`src/rtl/dac_cmd_pkg.sv`:
```
package dac_cmd_pkg;
  localparam int CTRL_W = 3;
  localparam int DATA_W = 12;
  localparam int SUB_W  = 1;
  localparam int PAY_W  = CTRL_W + DATA_W;
  localparam int FRAME_W = PAY_W + SUB_W;

  typedef enum logic [CTRL_W-1:0] {
    OP_NOP0    = 3'b000,
    OP_LD_IN   = 3'b001,
    OP_CP_DAC  = 3'b010,
    OP_LD_BOTH = 3'b011,
    OP_SD_ON   = 3'b100,
    OP_SD_OFF  = 3'b101
  } dac_op_e;

  typedef struct packed {
    logic wr_in;
    logic wr_dac_data;
    logic cp_dac;
    logic sd_on;
    logic sd_off;
  } dac_act_t;

  function automatic dac_act_t decode_ctrl(input logic [CTRL_W-1:0] c);
    dac_act_t a;
    a = '0;
    case (c)
      OP_LD_IN:   a.wr_in = 1'b1;
      OP_CP_DAC:  a.cp_dac = 1'b1;
      OP_LD_BOTH: begin a.wr_in = 1'b1; a.wr_dac_data = 1'b1; end
      OP_SD_ON:   a.sd_on = 1'b1;
      OP_SD_OFF:  a.sd_off = 1'b1;
      default:    a = '0;
    endcase
    return a;
  endfunction

  function automatic logic [CTRL_W-1:0] pay_ctrl(input logic [PAY_W-1:0] w);
    return w[PAY_W-1 -: CTRL_W];
  endfunction

  function automatic logic [DATA_W-1:0] pay_data(input logic [PAY_W-1:0] w);
    return w[DATA_W-1:0];
  endfunction
endpackage

```
`src/rtl/dac_sync_pipe.sv`:
```
module dac_sync_pipe #(
  parameter int W = 1,
  parameter int STAGES = 2,
  parameter logic [W-1:0] RST_VAL = '0
) (
  input  logic         clk,
  input  logic         rst_n,
  input  logic [W-1:0] d_in,
  output logic [W-1:0] q_sync
);
  logic [W-1:0] pipe [STAGES];

  for (genvar g = 0; g < STAGES; g++) begin : g_stage
    if (g == 0) begin : g_first
      always_ff @(posedge clk or negedge rst_n) begin
        if (!rst_n) pipe[g] <= RST_VAL;
        else        pipe[g] <= d_in;
      end
    end else begin : g_next
      always_ff @(posedge clk or negedge rst_n) begin
        if (!rst_n) pipe[g] <= RST_VAL;
        else        pipe[g] <= pipe[g-1];
      end
    end
  end

  assign q_sync = pipe[STAGES-1];
endmodule

```
`src/rtl/dac_frame_shift.sv`:
```
module dac_frame_shift
  import dac_cmd_pkg::*;
#(
  parameter int P_BITS = PAY_W,
  parameter int F_BITS = FRAME_W
) (
  input  logic              clk,
  input  logic              rst_n,
  input  logic              sclk_s,
  input  logic              csn_s,
  input  logic              sdin_s,
  output logic [P_BITS-1:0] payload,
  output logic              cs_rise,
  output logic              frame_full
);
  localparam int CNT_W = $clog2(F_BITS + 2);
  localparam logic [CNT_W-1:0] CNT_FULL = CNT_W'(F_BITS);
  localparam logic [CNT_W-1:0] CNT_PAY  = CNT_W'(P_BITS);
  localparam logic [CNT_W-1:0] CNT_OVER = CNT_W'(F_BITS + 1);

  logic             sclk_d, csn_d;
  logic             sclk_rise;
  logic [CNT_W-1:0] cnt;

  assign sclk_rise  = sclk_s & ~sclk_d & ~csn_s;
  assign cs_rise    = csn_s & ~csn_d;
  assign frame_full = (cnt == CNT_FULL);

  always_ff @(posedge clk or negedge rst_n) begin
    if (!rst_n) begin
      sclk_d <= 1'b0;
      csn_d  <= 1'b1;
    end else begin
      sclk_d <= sclk_s;
      csn_d  <= csn_s;
    end
  end

  always_ff @(posedge clk or negedge rst_n) begin
    if (!rst_n)                             cnt <= '0;
    else if (csn_s)                         cnt <= '0;
    else if (sclk_rise && cnt != CNT_OVER)  cnt <= cnt + 1'b1;
  end

  // The sub-bit is never stored: shifting stops once the payload is full.
  always_ff @(posedge clk or negedge rst_n) begin
    if (!rst_n)                         payload <= '0;
    else if (sclk_rise && cnt < CNT_PAY) payload <= {payload[P_BITS-2:0], sdin_s};
  end
endmodule

```
`src/rtl/dac_cmd_regs.sv`:
```
module dac_cmd_regs
  import dac_cmd_pkg::*;
(
  input  logic              clk,
  input  logic              rst_n,
  input  logic              commit,
  input  logic [CTRL_W-1:0] ctrl,
  input  logic [DATA_W-1:0] data,
  output logic [DATA_W-1:0] dac_code,
  output logic [DATA_W-1:0] inreg_code,
  output logic              shdn
);
  dac_act_t act;
  assign act = decode_ctrl(ctrl);

  always_ff @(posedge clk or negedge rst_n) begin
    if (!rst_n) begin
      dac_code   <= '0;
      inreg_code <= '0;
      shdn       <= 1'b0;
    end else if (commit) begin
      if (act.wr_in)       inreg_code <= data;
      if (act.wr_dac_data) dac_code   <= data;
      else if (act.cp_dac) dac_code   <= inreg_code;
      if (act.sd_on)       shdn <= 1'b1;
      else if (act.sd_off) shdn <= 1'b0;
    end
  end
endmodule

```
`src/rtl/dac_cmd_rx.sv`:
```
module dac_cmd_rx
  import dac_cmd_pkg::*;
#(
  parameter int SYNC_STAGES = 2
) (
  input  logic              clk,
  input  logic              rst_n,
  input  logic              cs_n,
  input  logic              sclk,
  input  logic              sdin,
  output logic [DATA_W-1:0] dac_code,
  output logic [DATA_W-1:0] inreg_code,
  output logic              shdn
);
  logic [2:0]        raw_in, syn_in;
  logic [PAY_W-1:0]  payload;
  logic              cs_rise, frame_full, commit;
  logic [CTRL_W-1:0] frm_ctrl;
  logic [DATA_W-1:0] frm_data;

  assign raw_in = {sdin, cs_n, sclk};

  dac_sync_pipe #(.W(3), .STAGES(SYNC_STAGES), .RST_VAL(3'b010)) u_sync (
    .clk(clk), .rst_n(rst_n), .d_in(raw_in), .q_sync(syn_in)
  );

  dac_frame_shift u_shift (
    .clk(clk), .rst_n(rst_n),
    .sclk_s(syn_in[0]), .csn_s(syn_in[1]), .sdin_s(syn_in[2]),
    .payload(payload), .cs_rise(cs_rise), .frame_full(frame_full)
  );

  assign commit   = cs_rise & frame_full;
  assign frm_ctrl = pay_ctrl(payload);
  assign frm_data = pay_data(payload);

  dac_cmd_regs u_regs (
    .clk(clk), .rst_n(rst_n), .commit(commit),
    .ctrl(frm_ctrl), .data(frm_data),
    .dac_code(dac_code), .inreg_code(inreg_code), .shdn(shdn)
  );
endmodule

```
`config.mk`:
```
export PLATFORM = sky130hd
export DESIGN_NAME = dac_cmd_rx
export DESIGN_NICKNAME = d
export VERILOG_FILES = /design/src/rtl/dac_cmd_pkg.sv /design/src/rtl/dac_sync_pipe.sv /design/src/rtl/dac_frame_shift.sv /design/src/rtl/dac_cmd_regs.sv /design/src/rtl/dac_cmd_rx.sv
export SDC_FILE = /design/constraint.sdc
export NUM_CORES = 1
export LEC_CHECK = 0
export BUFFER_PORTS_ARGS = -buffer_cell sky130_fd_sc_hd__buf_2
export CAP_MARGIN = 15
export CORE_ASPECT_RATIO = 1.25
export CORE_MARGIN = 10
export CORE_UTILIZATION = 45
export CTS_CLUSTER_SIZE = 24
export DETAILED_ROUTE_END_ITERATION = 8
export PLACE_DENSITY = 0.67
export REMOVE_ABC_BUFFERS = 1
export SLEW_MARGIN = 10
export SYNTH_ARGS = -nofsm -noshare
export SYNTH_HDL_FRONTEND = slang
export SYNTH_SLANG_ARGS = --single-unit
```
`constraint.sdc`:
```
create_clock -name clk -period 1.73 [get_ports clk]
set_input_delay 0 -clock clk [delete_from_list [all_inputs] [get_ports clk]]
set_output_delay 0 -clock clk [all_outputs]
set_load 0.05 [all_outputs]
```
==> run_results.csv <==
group,metric,value,unit
run_status,outcome,"complete, no violations",
timing,slew_headroom,59.0,%
synth,synthFlopType,"dfrtp_1",
global_route,grt_max_degree,54,
power_and_ir_drop,powerDensity,857,nW/um2
timing,hold_viol,0,
critical_path,arrival,1.87,ns
clocking,cts_buffer_depth,2,
finish,area.growth.synth_to_final,19.3,%
routing,drt_iter0_drc,118,
job,cap_violations,0,
synth,synth_top_area_share,54.4,%
power_and_ir_drop,power.leakage,1.46,nW
global_route,grt_pass1_vias,1376,
timing,fin_crit,1.67,ns
critical_path,path_max_fanout,12,
floorplan,ios,30,
global_route,antenna_found_initial,0,
routing,route.detailed.vias_per_inst,5.06,
placement,dp_cells,241,
synth,synth.largest_area_cell,"dfrtp_1",
power_and_ir_drop,p_switching,0.000602,W
floorplan,rows,29,
synth,synth_area,2300,um2
timing,tightest_slew,0.613,ns
power_and_ir_drop,p_comb_share,8.0,%
critical_path,cp-end-kind,"flip-flop",
timing,maxSlewViolCount,0,
finish,drive_gt1_share,56.5,%
clocking,cts_sinks,53,
clocking,path_clk_slew,0.11,ns
timing,clock_skew,0.00925,ns
placement,port_buffers,29,
clocking,cts-root-buf,"clkbuf_8",
routing,avgRoutedWirePerCell,15.8,um
global_route,grtUsageTotal,9.55,%
power_and_ir_drop,p_total,0.00235,W
synth,synth-seq-cells,53,
synth,synth.top_cells.by_count,"dfrtp_1, mux2_2, mux2_4",
synth,synth_area_leaders,"dfrtp_1, mux2_2, mux2_4",
finish,finalInstanceArea,2740,um2
global_route,grt_overflow,0,
synth,synth_cells,147,
synth,avgSynthCellArea,15.6,um2
floorplan,fp.dieH,99.9,um
power_and_ir_drop,switching_share,25.6,%
synth,synth_warnings,0,
synth,ys_seq_area_share,57.9,%
critical_path,cp_data_required_time,1.93,ns
critical_path,criticalPathCategory,"reg -> reg",
hold_path,hold_class,"in -> async",
timing,rsz0062_at_grt,"true",
timing,period_share,96.6,%
synth,synth_cell_type_count,28,
global_route,grt_pass1_wl,6.73,mm
clocking,cts_max_level,2,
power_and_ir_drop,clockPowerShare,31.0,%
routing,drtAntennaViolNets,0,
routing,dr.pass1.iters,4,
finish,utilization,54.8,%
routing,remaining_drc_errors,0,
floorplan,die_area,8380,um2
power_and_ir_drop,ir_drop,722,uV
power_and_ir_drop,seq_power_share,60.9,%
routing,totalWireLength,4.04,mm
timing,max_freq,599,MHz
floorplan,initial_core_util,45.9,%
timing,final-setup-viol-count,0,
finish,insertedDiodeCount,0,
placement,place_congestion,0.761,
synth,async_flop_share,100,%
routing,dr_total_vias,1290,
finish,layoutNonFillerInstCount,255,
clocking,cts_tree,"built",
floorplan,core,5010,um2
timing,tns,0,ns
finish,nets,200,
placement,dp_hpwl,2.66,mm
clocking,clock_latency,0.31,ns
clocking,cts_buffers,5,
placement,placed_area,2560,um2
synth,synth_edf_count,0,
power_and_ir_drop,p_int,0.00175,W
floorplan,fp.dieW,83.9,um
critical_path,startpoint_type,"flip-flop",
synth,synth_most_common_cell,"dfrtp_1",
==> layout by cell type (no fill, tap or decap), types with 2 or more instances in the layout <==
cell type / Yosys / final
nand2_1: 2 / 2
clkinvlp_4: 0 / 2
nor2_1: 6 / 6
buf_12: 0 / 3
nand2b_1: 2 / 2
clkbuf_8: 0 / 5
mux2_4: 10 / 10
mux2_2: 43 / 43
buf_2: 1 / 29
a21oi_1: 2 / 2
dlygate4sd3_1: 0 / 4
nand4b_4: 2 / 3
mux2i_1: 2 / 2
inv_1: 4 / 4
buf_4: 1 / 7
ha_1: 3 / 3
dfrtp_1: 50 / 50
dfstp_2: 3 / 3
==> layout make-up <==
class | instances | area [um2]
Clock buffer | 5 | 68.8
Clock inverter | 3 | 26.3
Fill cell | 426 | 2260
Inverter | 4 | 15.0
Multi-Input combinational cell | 85 | 927
Sequential cell | 53 | 1330
Tap cell | 62 | 77.6
Timing Repair Buffer | 43 | 298
==> flip-flops by register name (all words and copies together), names as in the netlist <==
signal and flops:
u_sync.q_sync 3, u_shift.sclk_d 1, u_sync.pipe 3, u_regs.dac_code 12
u_shift.cnt 5, u_shift.csn_d 1, u_shift.payload 15, u_regs.shdn 1
u_regs.inreg_code 12
==> routing by layer <==
metal / routed length, um / part of all wire, % / track usage, %
met1: 1920 / 48 / 12.0
met5: 0 / 0 / 0
met2: 1880 / 46 / 14.8
met3: 185 / 4.6 / 3.40
met4: 57 / 1.4 / 3.48
==> final timing paths <==
check / start / end / slack, ns / cells past startpoint
setup / recovery: u_shift.payload[14]$_DFFE_PN0P_ / u_regs.inreg_code[0]$_DFFE_PN0P_ / 0.06 / 4
hold / removal: rst_n / u_shift.cnt[3]$_DFFE_PN0P_ / 0.20 / 3
setup reg to reg: u_shift.payload[14]$_DFFE_PN0P_ / u_regs.inreg_code[0]$_DFFE_PN0P_ / 0.06 / 4
hold reg to reg: u_sync.pipe[3]$_DFF_PN0_ / u_sync.q_sync[0]$_DFF_PN0_ / 0.36 / 0
max in group asynchronous: rst_n / u_sync.q_sync[1]$_DFF_PN1_ / 1.24 / 3
min in group clk: cs_n / u_sync.pipe[4]$_DFF_PN1_ / 0.33 / 2
==> per-stage QoR <==
stage / setup WS [ns] / hold WS (ns)
final: 0.0597 / 0.204
after global routing: 0.000427 / 0.211
after global placement: 0.0619 / 0.0124
after CTS: 0.0143 / 0.205
after detailed placement: 0.0232 / 0.0148
after floorplan: 0.0279 / -0.296
==> repair_timing <==
item	4_1_cts	5_1_grt
resized for setup	0	1
setup endpoints to repair	0	17
hold buffers	4	0
hold endpoints to repair	56	0
setup buffers	0	1
==> power by group through the flow <==
stage	combinational (W)	sequential (W)	clock, W
2_1_floorplan	0.000114	0.00143	0
3_3_place_gp	0.000175	0.00145	0
3_5_place_dp	0.000185	0.00146	0
4_1_cts	0.000192	0.00143	0.000757
5_1_grt	0.000210	0.00145	0.000800
6_report	0.000189	0.00143	0.000729
==> kinds of logic after synthesis <==
family	count (synthesis)	share of synthesized area, %
simple gates	20	6.64
buf+inv	10	2.83
flops	53	57.9
compound gates	6	2.56
fa+ha+maj	3	1.63
mux	55	28.5
==> critical path, cell delays in order, from the launching register on <==
cell	delay [ns]
dfrtp_1	0.41
nor2_1	0.50
nand4b_4	0.17
buf_12	0.19
mux2_4	0.29
Note: power is estimated with default switching activity, not from simulation.
